## src/rtl/adc_regs_pkg.sv

```systemverilog
// Shared constants and field layout for the converter register block.
// Assumes an 8-bit CPU bus; layout is fixed by software-visible bit positions.
package adc_regs_pkg;
    localparam int BUS_W   = 8;
    localparam int SEL_W   = 5;
    localparam int ADDR_CTRL = 0;
    localparam int ADDR_DATA = 1;
    localparam logic [SEL_W-1:0] SEL_OFF = '1;

    typedef struct packed {
        logic             flag;
        logic             ien;
        logic             cont;
        logic [SEL_W-1:0] sel;
    } ctrl_byte_t;
endpackage

```

## src/rtl/adc_csr.sv

```systemverilog
// Holds the writable control fields (interrupt enable, continuous, channel select).
// Assumes wr_en is a one-cycle strobe; bit 7 of wdata is never stored here.
module adc_csr
    import adc_regs_pkg::*;
(
    input  logic             clk,
    input  logic             rst_n,
    input  logic             wr_en,
    input  logic [6:0]       wdata,
    output logic             ien_q,
    output logic             cont_q,
    output logic [SEL_W-1:0] sel_q
);
    // Load writable fields on a control write; reset to powered-down state.
    always_ff @(posedge clk) begin
        if (!rst_n) begin
            ien_q  <= 1'b0;
            cont_q <= 1'b0;
            sel_q  <= SEL_OFF;
        end else if (wr_en) begin
            ien_q  <= wdata[6];
            cont_q <= wdata[5];
            sel_q  <= wdata[SEL_W-1:0];
        end
    end
endmodule

```

## src/rtl/adc_start_seq.sv

```systemverilog
// Generates the engine start pulse from control writes and continuous restarts.
// Assumes done is a one-cycle pulse; a control write wins over a same-cycle restart.
module adc_start_seq
    import adc_regs_pkg::*;
#(
    parameter int NUM_CH = 8,
    localparam int CH_W  = $clog2(NUM_CH)
) (
    input  logic             clk,
    input  logic             rst_n,
    input  logic             ctrl_wr,
    input  logic [SEL_W-1:0] wr_sel,
    input  logic             done,
    input  logic             cont_q,
    input  logic [SEL_W-1:0] sel_q,
    output logic             start_q,
    output logic [CH_W-1:0]  chan
);
    localparam logic [SEL_W-1:0] NCH = SEL_W'(NUM_CH);

    logic wr_valid;
    logic cur_valid;
    logic start_d;

    // Decide whether the next cycle carries a start.
    always_comb begin
        wr_valid  = wr_sel < NCH;
        cur_valid = sel_q < NCH;
        if (ctrl_wr) start_d = wr_valid;
        else         start_d = done && cont_q && cur_valid;
    end

    // Register the start pulse.
    always_ff @(posedge clk) begin
        if (!rst_n) start_q <= 1'b0;
        else        start_q <= start_d;
    end

    assign chan = sel_q[CH_W-1:0];
endmodule

```

## src/rtl/adc_result_path.sv

```systemverilog
// Captures results and keeps the completion flag and interrupt request.
// Assumes done is a one-cycle pulse; a set on done wins over a clear by read.
module adc_result_path
    import adc_regs_pkg::*;
(
    input  logic             clk,
    input  logic             rst_n,
    input  logic             done,
    input  logic [BUS_W-1:0] result,
    input  logic             ien_q,
    input  logic             data_rd,
    output logic [BUS_W-1:0] data_q,
    output logic             flag_q,
    output logic             irq_q
);
    // Load the data byte on every completion.
    always_ff @(posedge clk) begin
        if (!rst_n)    data_q <= '0;
        else if (done) data_q <= result;
    end

    // Set the polled flag or the interrupt by mode; clear both on data read.
    always_ff @(posedge clk) begin
        if (!rst_n) begin
            flag_q <= 1'b0;
            irq_q  <= 1'b0;
        end else begin
            if (done && !ien_q)  flag_q <= 1'b1;
            else if (data_rd)    flag_q <= 1'b0;
            if (done && ien_q)   irq_q  <= 1'b1;
            else if (data_rd)    irq_q  <= 1'b0;
        end
    end
endmodule

```

## src/rtl/adc_ctrl_regs.sv

```systemverilog
// Top of the converter register block: bus decode, read mux, engine handshake.
// Assumes single-cycle bus strobes and a combinational read path.
module adc_ctrl_regs
    import adc_regs_pkg::*;
#(
    parameter int NUM_CH = 8,
    localparam int CH_W  = $clog2(NUM_CH)
) (
    input  logic             clk,
    input  logic             rst_n,
    input  logic             cpu_addr,
    input  logic             cpu_wr,
    input  logic             cpu_rd,
    input  logic [BUS_W-1:0] cpu_wdata,
    output logic [BUS_W-1:0] cpu_rdata,
    output logic             eng_start,
    output logic [CH_W-1:0]  eng_chan,
    input  logic             eng_done,
    input  logic [BUS_W-1:0] eng_result,
    output logic             irq
);
    logic             ctrl_wr;
    logic             data_rd;
    logic             ien_q;
    logic             cont_q;
    logic [SEL_W-1:0] sel_q;
    logic [BUS_W-1:0] data_q;
    logic             flag_q;
    logic             unused_flag_wr;
    ctrl_byte_t       ctrl_view;

    // Decode strobes by address.
    always_comb begin
        ctrl_wr = cpu_wr && (cpu_addr == 1'(ADDR_CTRL));
        data_rd = cpu_rd && (cpu_addr == 1'(ADDR_DATA));
    end

    assign unused_flag_wr = cpu_wdata[7];

    adc_csr u_csr (
        .clk    (clk),
        .rst_n  (rst_n),
        .wr_en  (ctrl_wr),
        .wdata  (cpu_wdata[6:0]),
        .ien_q  (ien_q),
        .cont_q (cont_q),
        .sel_q  (sel_q)
    );

    adc_start_seq #(.NUM_CH(NUM_CH)) u_seq (
        .clk     (clk),
        .rst_n   (rst_n),
        .ctrl_wr (ctrl_wr),
        .wr_sel  (cpu_wdata[SEL_W-1:0]),
        .done    (eng_done),
        .cont_q  (cont_q),
        .sel_q   (sel_q),
        .start_q (eng_start),
        .chan    (eng_chan)
    );

    adc_result_path u_res (
        .clk     (clk),
        .rst_n   (rst_n),
        .done    (eng_done),
        .result  (eng_result),
        .ien_q   (ien_q),
        .data_rd (data_rd),
        .data_q  (data_q),
        .flag_q  (flag_q),
        .irq_q   (irq)
    );

    // Assemble the control byte; the flag is masked while interrupts are on.
    always_comb begin
        ctrl_view.flag = flag_q && !ien_q;
        ctrl_view.ien  = ien_q;
        ctrl_view.cont = cont_q;
        ctrl_view.sel  = sel_q;
        cpu_rdata = (cpu_addr == 1'(ADDR_CTRL)) ? BUS_W'(ctrl_view) : data_q;
    end
endmodule

```

## config.mk

```make
export PLATFORM = sky130hd
export DESIGN_NAME = adc_ctrl_regs
export DESIGN_NICKNAME = d
export VERILOG_FILES = /design/src/rtl/adc_regs_pkg.sv /design/src/rtl/adc_csr.sv /design/src/rtl/adc_start_seq.sv /design/src/rtl/adc_result_path.sv /design/src/rtl/adc_ctrl_regs.sv
export SDC_FILE = /design/constraint.sdc
export NUM_CORES = 1
export LEC_CHECK = 0
export BUFFER_PORTS_ARGS = -buffer_cell sky130_fd_sc_hd__buf_2
export CELL_PAD_IN_SITES_DETAIL_PLACEMENT = 0
export CELL_PAD_IN_SITES_GLOBAL_PLACEMENT = 1
export CORE_ASPECT_RATIO = 0.8
export CORE_MARGIN = 2
export CORE_UTILIZATION = 30
export DETAILED_ROUTE_END_ITERATION = 8
export HOLD_SLACK_MARGIN = 0.03
export PLACE_DENSITY_LB_ADDON = 0.1
export SLEW_MARGIN = 15
export SYNTH_ARGS = -nofsm -noshare
export SYNTH_HDL_FRONTEND = slang
export SYNTH_SLANG_ARGS = --single-unit
export TNS_END_PERCENT = 5
```

## constraint.sdc

```tcl
create_clock -name clk -period 0.95 [get_ports clk]
set_clock_uncertainty 0.1 [all_clocks]
set_input_delay 0.0475 -clock clk [delete_from_list [all_inputs] [get_ports clk]]
set_output_delay 0.0475 -clock clk [all_outputs]
set_load 0.005 [all_outputs]
```

After elaboration in Yosys (flattened, before gate mapping)

Index checks and enable logic that the tools add are counted.
Widths: inputs -> output; s select.

Output and inout bits: 13
Word-level logic and storage cells: 25
Input port bits: 22
Bits in registers: 18

$lt $le $gt $ge: 2
Mux-type cells: 5
Bitwise logic cells: 1
Reductions and logical operators: 10

Operators with widths:

| kind               | count |
|---|---|
| $lt 5x4->1 const B | 2 |
| $mux 8             | 1 |
| $logic_and 1x1->1  | 7 |
| $mux 1             | 4 |
| $reduce_bool 2->1  | 2 |
| $logic_not 1->1    | 1 |
| $not 1->1          | 1 |

Logic depth before layout (Yosys ltp)

Gate-level depths: netlist of run 1.

Word-level depth: 3
Gate-level depth with buffers: 4
Gate-level depth less buffers: 3

Modules after synthesis

A second synthesis of run 1 with hierarchy kept.

Cells, all modules: 74
Area total of the unflattened synthesis: 849.6 um2

Modules (own cells, without submodules):

| module          | cells an instance | area an instance (um2) | sequential area each (um2) | instances |
|---|---|---|---|---|
| adc_result_path | 33                | 379.1                  | 200.2                      | 1 |
| adc_csr         | 22                | 252.7                  | 140.1                      | 1 |
| adc_ctrl_regs   | 12                | 142.6                  | 0.0                        | 1 |
| adc_start_seq   | 7                 | 75.1                   | 20.0                       | 1 |

Least setup slack after synthesis of run 1

No wires, ideal clock.

Path type: register to register
From: register u_csr.sel_q[4]
To: register u_seq.start_q
Required time: 737 ps
Arrival time: 616 ps
Setup time: 113 ps
Setup slack: 121 ps
Period minus slack after synthesis: 829 ps
Path buffers: 0
Cell stages (with the launch flop): 4
Cells stage by stage: dfxtp_1 -> and4bb_1 -> nand3_1 -> nand2_1

Word-level cells in the longest chain between the ends: 3

RTL lines:

| what                   | RTL line            | RTL |
|---|---|---|
| start, declared        | adc_csr.sv:12       | `output logic [SEL_W-1:0] sel_q` |
| start signal, assigned | adc_csr.sv:23       | `sel_q <= wdata[SEL_W-1:0];` |
| $lt 5x4->1             | adc_start_seq.sv:28 | `cur_valid = sel_q < NCH;` |
| $logic_and 1x1->1      | adc_start_seq.sv:30 | `else start_d = done && cont_q && cur_valid;` |
| $mux 1                 | adc_start_seq.sv:29 | `if (ctrl_wr) start_d = wr_valid;` |
| end signal, assigned   | adc_start_seq.sv:36 | `else start_q <= start_d;` |
| end, declared          | adc_start_seq.sv:16 | `output logic start_q,` |

No other way between the ends.
A chain may end at the register's enable or synchronous reset.

Worst setup path after layout of run 1

From: register u_csr.ien_q
To: output port cpu_rdata[6]

Word-level cells in the longest chain between the ends: 1

RTL lines:

| what                   | RTL line            | RTL |
|---|---|---|
| start, declared        | adc_csr.sv:10       | `output logic ien_q,` |
| start signal, assigned | adc_csr.sv:21       | `ien_q <= wdata[6];` |
| $mux 8                 | adc_ctrl_regs.sv:80 | `cpu_rdata = (cpu_addr == 1'(ADDR_CTRL)) ? BUS_W'(ctrl_view) : data_q;` |
| end, declared          | adc_ctrl_regs.sv:15 | `output logic [BUS_W-1:0] cpu_rdata,` |

No other way between the ends.

==> impl_metrics.yaml, run 1 <==
run_status:
  outcome: "complete, but fails checks"
  violations: "setup timing"
clocking:
  cts_buffers: 3
  cts_tree: "done"
  clk_latency_ps: 290
  root_buffer: "clkbuf_4"
  cts.clk_slew.worst_paths_ps: 100
  cts_sinks: 18
  ctsHtreeMaxLevel: 1
  cts_max_path_buffers: 2
cells_and_area:
  drive_above_1_share_pct: 47.9
  multi_input_area_sq_um: 432
  final-seq-area_sq_um: 377
  instances_no_fill: 176
  area_delta_synth_final_pct: 65.7
  nets: 163
  fillers: 254
  final_common_cell: "buf_2"
  antenna_cells: 0
  final_cell_mix: "buf_2, nand2_1, dlygate4sd3_1"
timing:
  maxSlewHeadroom_pct: 78.5
  final_max_slew_viol_count: 0
  setup_viol: 10
  fin_crit_sh_pct: 123
  clock.fmax_mhz: 858
  worst-slew-pin-transition_ps: 322
  period_needed_ps: 1170
  finalHoldViolCount: 0
  finalWorstSetupSlack_ps: -216
  rsz0062_at_grt: "yes"
route:
  route.detailed.drc: 0
  drtIter0Drc: 6
  wl_per_cell_microns: 11.2
  vias: 736
  ant_nets: 0
  via_per_inst: 4.18
  totalWireLength_microns: 1970
  drt-pass1-iter-count: 2
hold_path:
  hp-start: "eng_done"
  hp-class: "input pin to flip-flop"
power_and_ir_drop:
  pwr-share-clk_pct: 27.5
  peakVddDrop_mv: 0.592
  total_power_mw: 1.69
  pwr-share-comb_pct: 23.4
  p_int_mw: 1.30
  powerDensity_mw_per_mm2: 1240
  power_leakage_nw: 0.649
  seqPwrFrac_pct: 49.1
  switching_share_pct: 23.2
  p_switching_mw: 0.392
floorplan:
  num_io_pins: 35
  die_area_sq_mm: 0.00319
  rows: 16
  core_sq_mm: 0.00252
  die_w_microns: 62.6
  die_h_microns: 50.9
  start_util_pct: 32.7
placed_design:
  dp_cells: 152
  place_congestion: 0.669
  port_buffers: 33
  hpwlAfterDp_microns: 1260
critical_path:
  critPathLaunchType: "flip-flop"
  path_max_fanout: 4
  arrival_ps: 1020
  cp-end-kind: "primary output"
  path_class: "flip-flop to primary output"
  crit_chain: "mux2_4 -> buf_6"
  r2r_start: "u_csr.sel_q[4]"
  critPathLaunch: "u_csr.ien_q"
  cp.required_ps: 800
  cpPeakStageDelay_ps: 350
  cp_slowest_cell: "dfxtp_2"
yosys:
  synthCells: 87
  synth_cell_types: 16
  yosysWarnings: 0
  yosysSeqAreaShare_pct: 43.7
  synth_nets: 109
  ys_ff_latch: 18
  synth.cell_area_sq_um: 825
  synth.avg_cell_area_sq_um: 9.48
global_route:
  track_usage_pct: 13.0
  grt_overflow_total: 0
  grt_pass1_wl_microns: 3140
  first_global_vias: 730
  grt_antenna_before_repair: 0
  grt_max_degree: 20
run:
  maxCapViolations: 0
-- metal layers --
| layer | GRT usage (%) | share of wire (%) | vias to the layer above |
|---|---|---|---|
| met1 | 15.3 | 47 | 326 |
| met2 | 21.7 | 48 | 17 |
| met4 | 5.56 | 0.97 | 0 |
| met3 | 4.41 | 4.6 | 2 |
| met5 | 0 | 0 | - |
| li1 | - | - | 391 |
-- timing repair --
action,4_1_cts,5_1_grt
pin swaps,0,1
resized for setup,22,10
buffers inserted,2,1
endpoints found under the setup margin,8,15
hold endpoints to repair,18,0
hold buffers,17,0
-- final timing paths --
path | to | slack, ps | cells after the start
max | cpu_rdata[6] | -220 | 2
min | u_res.data_q[0] | 100 | 4
max reg2reg | u_seq.start_q | -40 | 4
min reg2reg | u_csr.cont_q | 370 | 2
-- area by class of cell --
class,count,area share [%]
flip-flops and latches,18,27.6
clock buffers,4,2.66
well taps,36,3.30
multi-input cells,60,31.6
repair buffers,58,34.9
-- logic make-up after synthesis --
logic type	count (synthesis)	synth area share [%]
mux	15	19.3
flops	18	43.7
simple gates	40	24.6
compound gates	5	3.94
buf+inv	9	8.50
-- Yosys cell counts --
library cell	n	area [sq um]
and4bb_1	1	12.5
buf_6	2	22.5
mux2_1	7	78.8
nand3_1	7	35.0
a21boi_1	2	15.0
nand2b_1	2	12.5
buf_2	2	10.0
buf_4	5	37.5
o21ai_1	1	5.00
nor2_1	1	3.75
a21oi_1	1	5.00
mux2i_1	8	80.1
nand2_1	17	63.8
nor2b_1	12	75.1
a22oi_1	1	7.51
dfxtp_1	18	360
-- power groups by stage --
stage | Sequential [mW] | Combinational, mW | Clock [mW]
after detailed placement | 0.839 | 0.259 | 0
after CTS | 0.828 | 0.366 | 0.494
final | 0.831 | 0.396 | 0.464
after global routing | 0.837 | 0.431 | 0.534
after global placement | 0.838 | 0.255 | 0
after floorplan | 0.833 | 0.157 | 0
-- state kept, by name, summed over array words and instances, names as in the netlist --
name / count
u_res.irq_q: 1
u_res.data_q: 8
u_csr.sel_q: 5
u_csr.ien_q: 1
u_csr.cont_q: 1
u_res.flag_q: 1
u_seq.start_q: 1
-- stage by stage --
step / util [%] / area [sq um] / TNS, ps / hold WS [ps] / setup slack (ps)
after floorplan: - / 825 / 0 / 69.7 / 121
after global routing: 54.2 / 1370 / -2280 / 97.5 / -272
after CTS: 52.3 / 1320 / -1880 / 84.9 / -237
after global placement: 40.7 / 1030 / 0 / 157 / 37.3
final: 54.2 / 1370 / -1720 / 98.8 / -216
after detailed placement: 40.7 / 1030 / 0 / 160 / 15.1
-- worst max-delay path: cells and delay by family (launching register included) --
family	cells	cell delay (ps)
mux	1	270
flops	1	350
buf+inv	1	110
No activity file was read; power rests on OpenSTA's default activity.
==> run 2, diff against run 1 <==
--- a/config.mk
+++ b/config.mk
@@ -9,13 +9,14 @@
 export CELL_PAD_IN_SITES_DETAIL_PLACEMENT = 0
 export CELL_PAD_IN_SITES_GLOBAL_PLACEMENT = 1
 export CORE_ASPECT_RATIO = 0.8
-export CORE_MARGIN = 2
 export CORE_UTILIZATION = 30
 export DETAILED_ROUTE_END_ITERATION = 8
 export HOLD_SLACK_MARGIN = 0.03
+export MAX_ROUTING_LAYER = met4
 export PLACE_DENSITY_LB_ADDON = 0.1
 export SLEW_MARGIN = 15
 export SYNTH_ARGS = -nofsm -noshare
 export SYNTH_HDL_FRONTEND = slang
+export SYNTH_HIERARCHICAL = 1
 export SYNTH_SLANG_ARGS = --single-unit
 export TNS_END_PERCENT = 5
==> run 2 against run 1 <==
Effect of this change: the run still ends with setup timing left; die area shrank 4.3%; non-clock buffer count shrank 2; worst setup slack lost 23 ps; synthesized cell count shrank 15%; utilization shrank 1.9 points; first-iteration DRC count grew 120%; fmax shrank 1.9%; register-to-register slack gained 160 ps; cell area shrank 1.9%; global-route usage grew 0.31 points; clock-buffer cell count is the same.
==> impl_metrics.yaml, run 2 <==
cells_and_area:
  final-seq-area_sq_um: 372
  largestRegisters: "u_res/data_q x8, u_csr/sel_q x5"
  top_register: "u_res/data_q"
  nets: 151
  final_common_cell: "buf_2"
  area_delta_synth_final_pct: 57.7
  fillers: 268
  final_cell_mix: "buf_2, dlygate4sd3_1, mux2i_1"
  antenna_cells: 0
  fin_area_sq_mm: 0.00134
  multi_input_area_sq_um: 433
  drive_above_1_share_pct: 47.7
  largest_reg_flops: 8
route:
  drt-pass1-iter-count: 2
  drtIter0Drc: 13
  totalWireLength_microns: 1800
  vias: 710
  route.detailed.drc: 0
  wl_per_cell_microns: 11.0
  via_per_inst: 4.33
  ant_nets: 0
placed_design:
  port_buffers: 33
  dp_slack_ps: -56.3
  placed_area_sq_mm: 0.00107
  place_congestion: 0.682
power_and_ir_drop:
  total_power_mw: 1.66
  power_leakage_nw: 0.629
  p_int_mw: 1.28
  switching_share_pct: 22.9
  powerDensity_mw_per_mm2: 1240
  p_switching_mw: 0.380
  pwr-share-comb_pct: 22.0
  peakVddDrop_mv: 0.649
  seqPwrFrac_pct: 49.6
  pwr-share-clk_pct: 28.4
yosys:
  synth.avg_cell_area_sq_um: 11.5
  yosysMostFrequentCell: "dfxtp_1"
  ys_ff_latch: 18
  synthCells: 74
  async_reset_ff_share_pct: 0
  synth_commonest_cells: "dfxtp_1, mux2i_1, nor2b_1, mux2_4, nand2_1"
  yosysSeqAreaShare_pct: 42.4
  ys.flop_type: "dfxtp_1"
  synth_nets: 96
  synth_top_area_share_pct: 42.4
  synth.cell_area_sq_um: 850
  synth_area_leaders: "dfxtp_1, mux2i_1, mux2_4"
  yosysWarnings: 6
  yosysTopAreaCell: "dfxtp_1"
  synth_cell_types: 17
  synth-edff-count: 0
critical_path:
  r2r_start: "u_csr/cont_q"
  cp.required_ps: 800
  path_class: "flip-flop to primary output"
  critPathLaunchType: "flip-flop"
  rrSetupSlack_ps: 120
  arrival_ps: 1040
  worst_r2r_path_depth: 2
  path_max_fanout: 5
  r2r_end: "u_seq/start_q"
  cp-end-kind: "primary output"
floorplan:
  num_io_pins: 35
  die_w_microns: 61.5
  rows: 16
  core_sq_mm: 0.00256
  start_util_pct: 33.2
  die_h_microns: 49.6
  die_area_sq_mm: 0.00305
global_route:
  grt_pass1_wl_microns: 2890
  track_usage_pct: 13.3
  first_global_vias: 663
  grt_overflow_total: 0
  grt_max_degree: 12
  grt_antenna_before_repair: 0
timing:
  hold_slack_ps: 45.4
  rsz0062_at_grt: "yes"
  tns_ps: -1740
  clock.fmax_mhz: 841
  final_max_slew_viol_count: 0
  setup_viol: 8
  worst-slew-pin-transition_ps: 307
  finalHoldViolCount: 0
  maxSlewHeadroom_pct: 79.6
  period_needed_ps: 1190
  finalWorstSetupSlack_ps: -239
  fin_crit_sh_pct: 125
clocking:
  root_buffer: "clkbuf_4"
  cts_max_path_buffers: 2
  clk_latency_ps: 290
  cts_buffers: 3
  cts_tree: "done"
  ctsHtreeMaxLevel: 1
  cts.clk_slew.worst_paths_ps: 110
  cts_sinks: 18
run_status:
  outcome: "complete, but fails checks"
  violations: "setup timing"
hold_path:
  hp-start: "cpu_rd"
  hold_end: "u_res/flag_q"
  hold_path_depth: 4
  hp-class: "input pin to flip-flop"
run:
  maxCapViolations: 0
-- run 2: changes by cell type after synthesis, moves of 2 or more --
cell / delta
buf_2: -2
buf_4: -2
mux2_1: -7
mux2_4: +6
mux2i_1: +7
nand2_1: -11
nand3_1: -7
nor2b_1: -2
-- run 2: worst max-delay path by stage --
stage / end / depth (start not counted) / startpoint
5_1_grt: cpu_rdata[6] / 2 / u_csr/ien_q
4_1_cts: cpu_rdata[6] / 2 / u_csr/ien_q
6_report: cpu_rdata[6] / 2 / u_csr/ien_q
2_1_floorplan: u_csr/sel_q[0] / 5 / cpu_addr
3_5_place_dp: u_csr/sel_q[3] / 5 / cpu_addr
3_3_place_gp: u_csr/sel_q[3] / 5 / cpu_addr
-- run 2: power groups by stage --
stage               Clock (mW)  Sequential [mW]  Combinational [mW]
global route             0.524            0.827               0.398
global placement             0            0.836               0.276
detailed placement           0            0.837               0.281
CTS                      0.494            0.821               0.363
finish                   0.470            0.822               0.364
floorplan                    0            0.831               0.171
-- run 2: repair_timing --
item,CTS,global route
gates resized for setup,13,4
gates cloned,0,0
hold buffers,17,0
setup endpoints to repair,9,19
buffers inserted,0,0
hold endpoints to repair,18,0
pin swaps,1,0
-- run 2: cells by family after synthesis --
group,after synthesis,synth area share [%]
buffers and inverters,6,6.63
AND/OR/NAND/NOR,24,16.9
multiplexers,22,29.6
flip-flops,18,42.4
AO/OA/AOI/OAI,4,4.42
-- run 2: through the flow --
step	cells	utilization [%]
floorplan	74	-
global placement	143	41.9
detailed placement	143	41.9
CTS	164	51.6
global route	164	52.3
finish	164	52.3
-- run 2: area by class of cell --
cell class / count / share of cell area, %
timing repair buffer: 56 / 33.9
multi-input combinational: 50 / 32.3
clock buffer: 4 / 2.71
sequential: 18 / 27.7
tap: 36 / 3.36
-- run 2: critical path, cell delays in order (launching register included) --
cell     delay (ps)
dfxtp_4         370
mux2_4          270
buf_6           110
-- run 2: routing by layer --
layer  part of all wire [%]  wire (microns)  vias up  GRT usage (%)
li1                       -               -      361              -
met1                     50             896      327           17.2
met2                     45             808       22           20.1
met3                    5.3              96        0           4.72
met4                      0               0        0           2.22
met5                      0               0        -              -
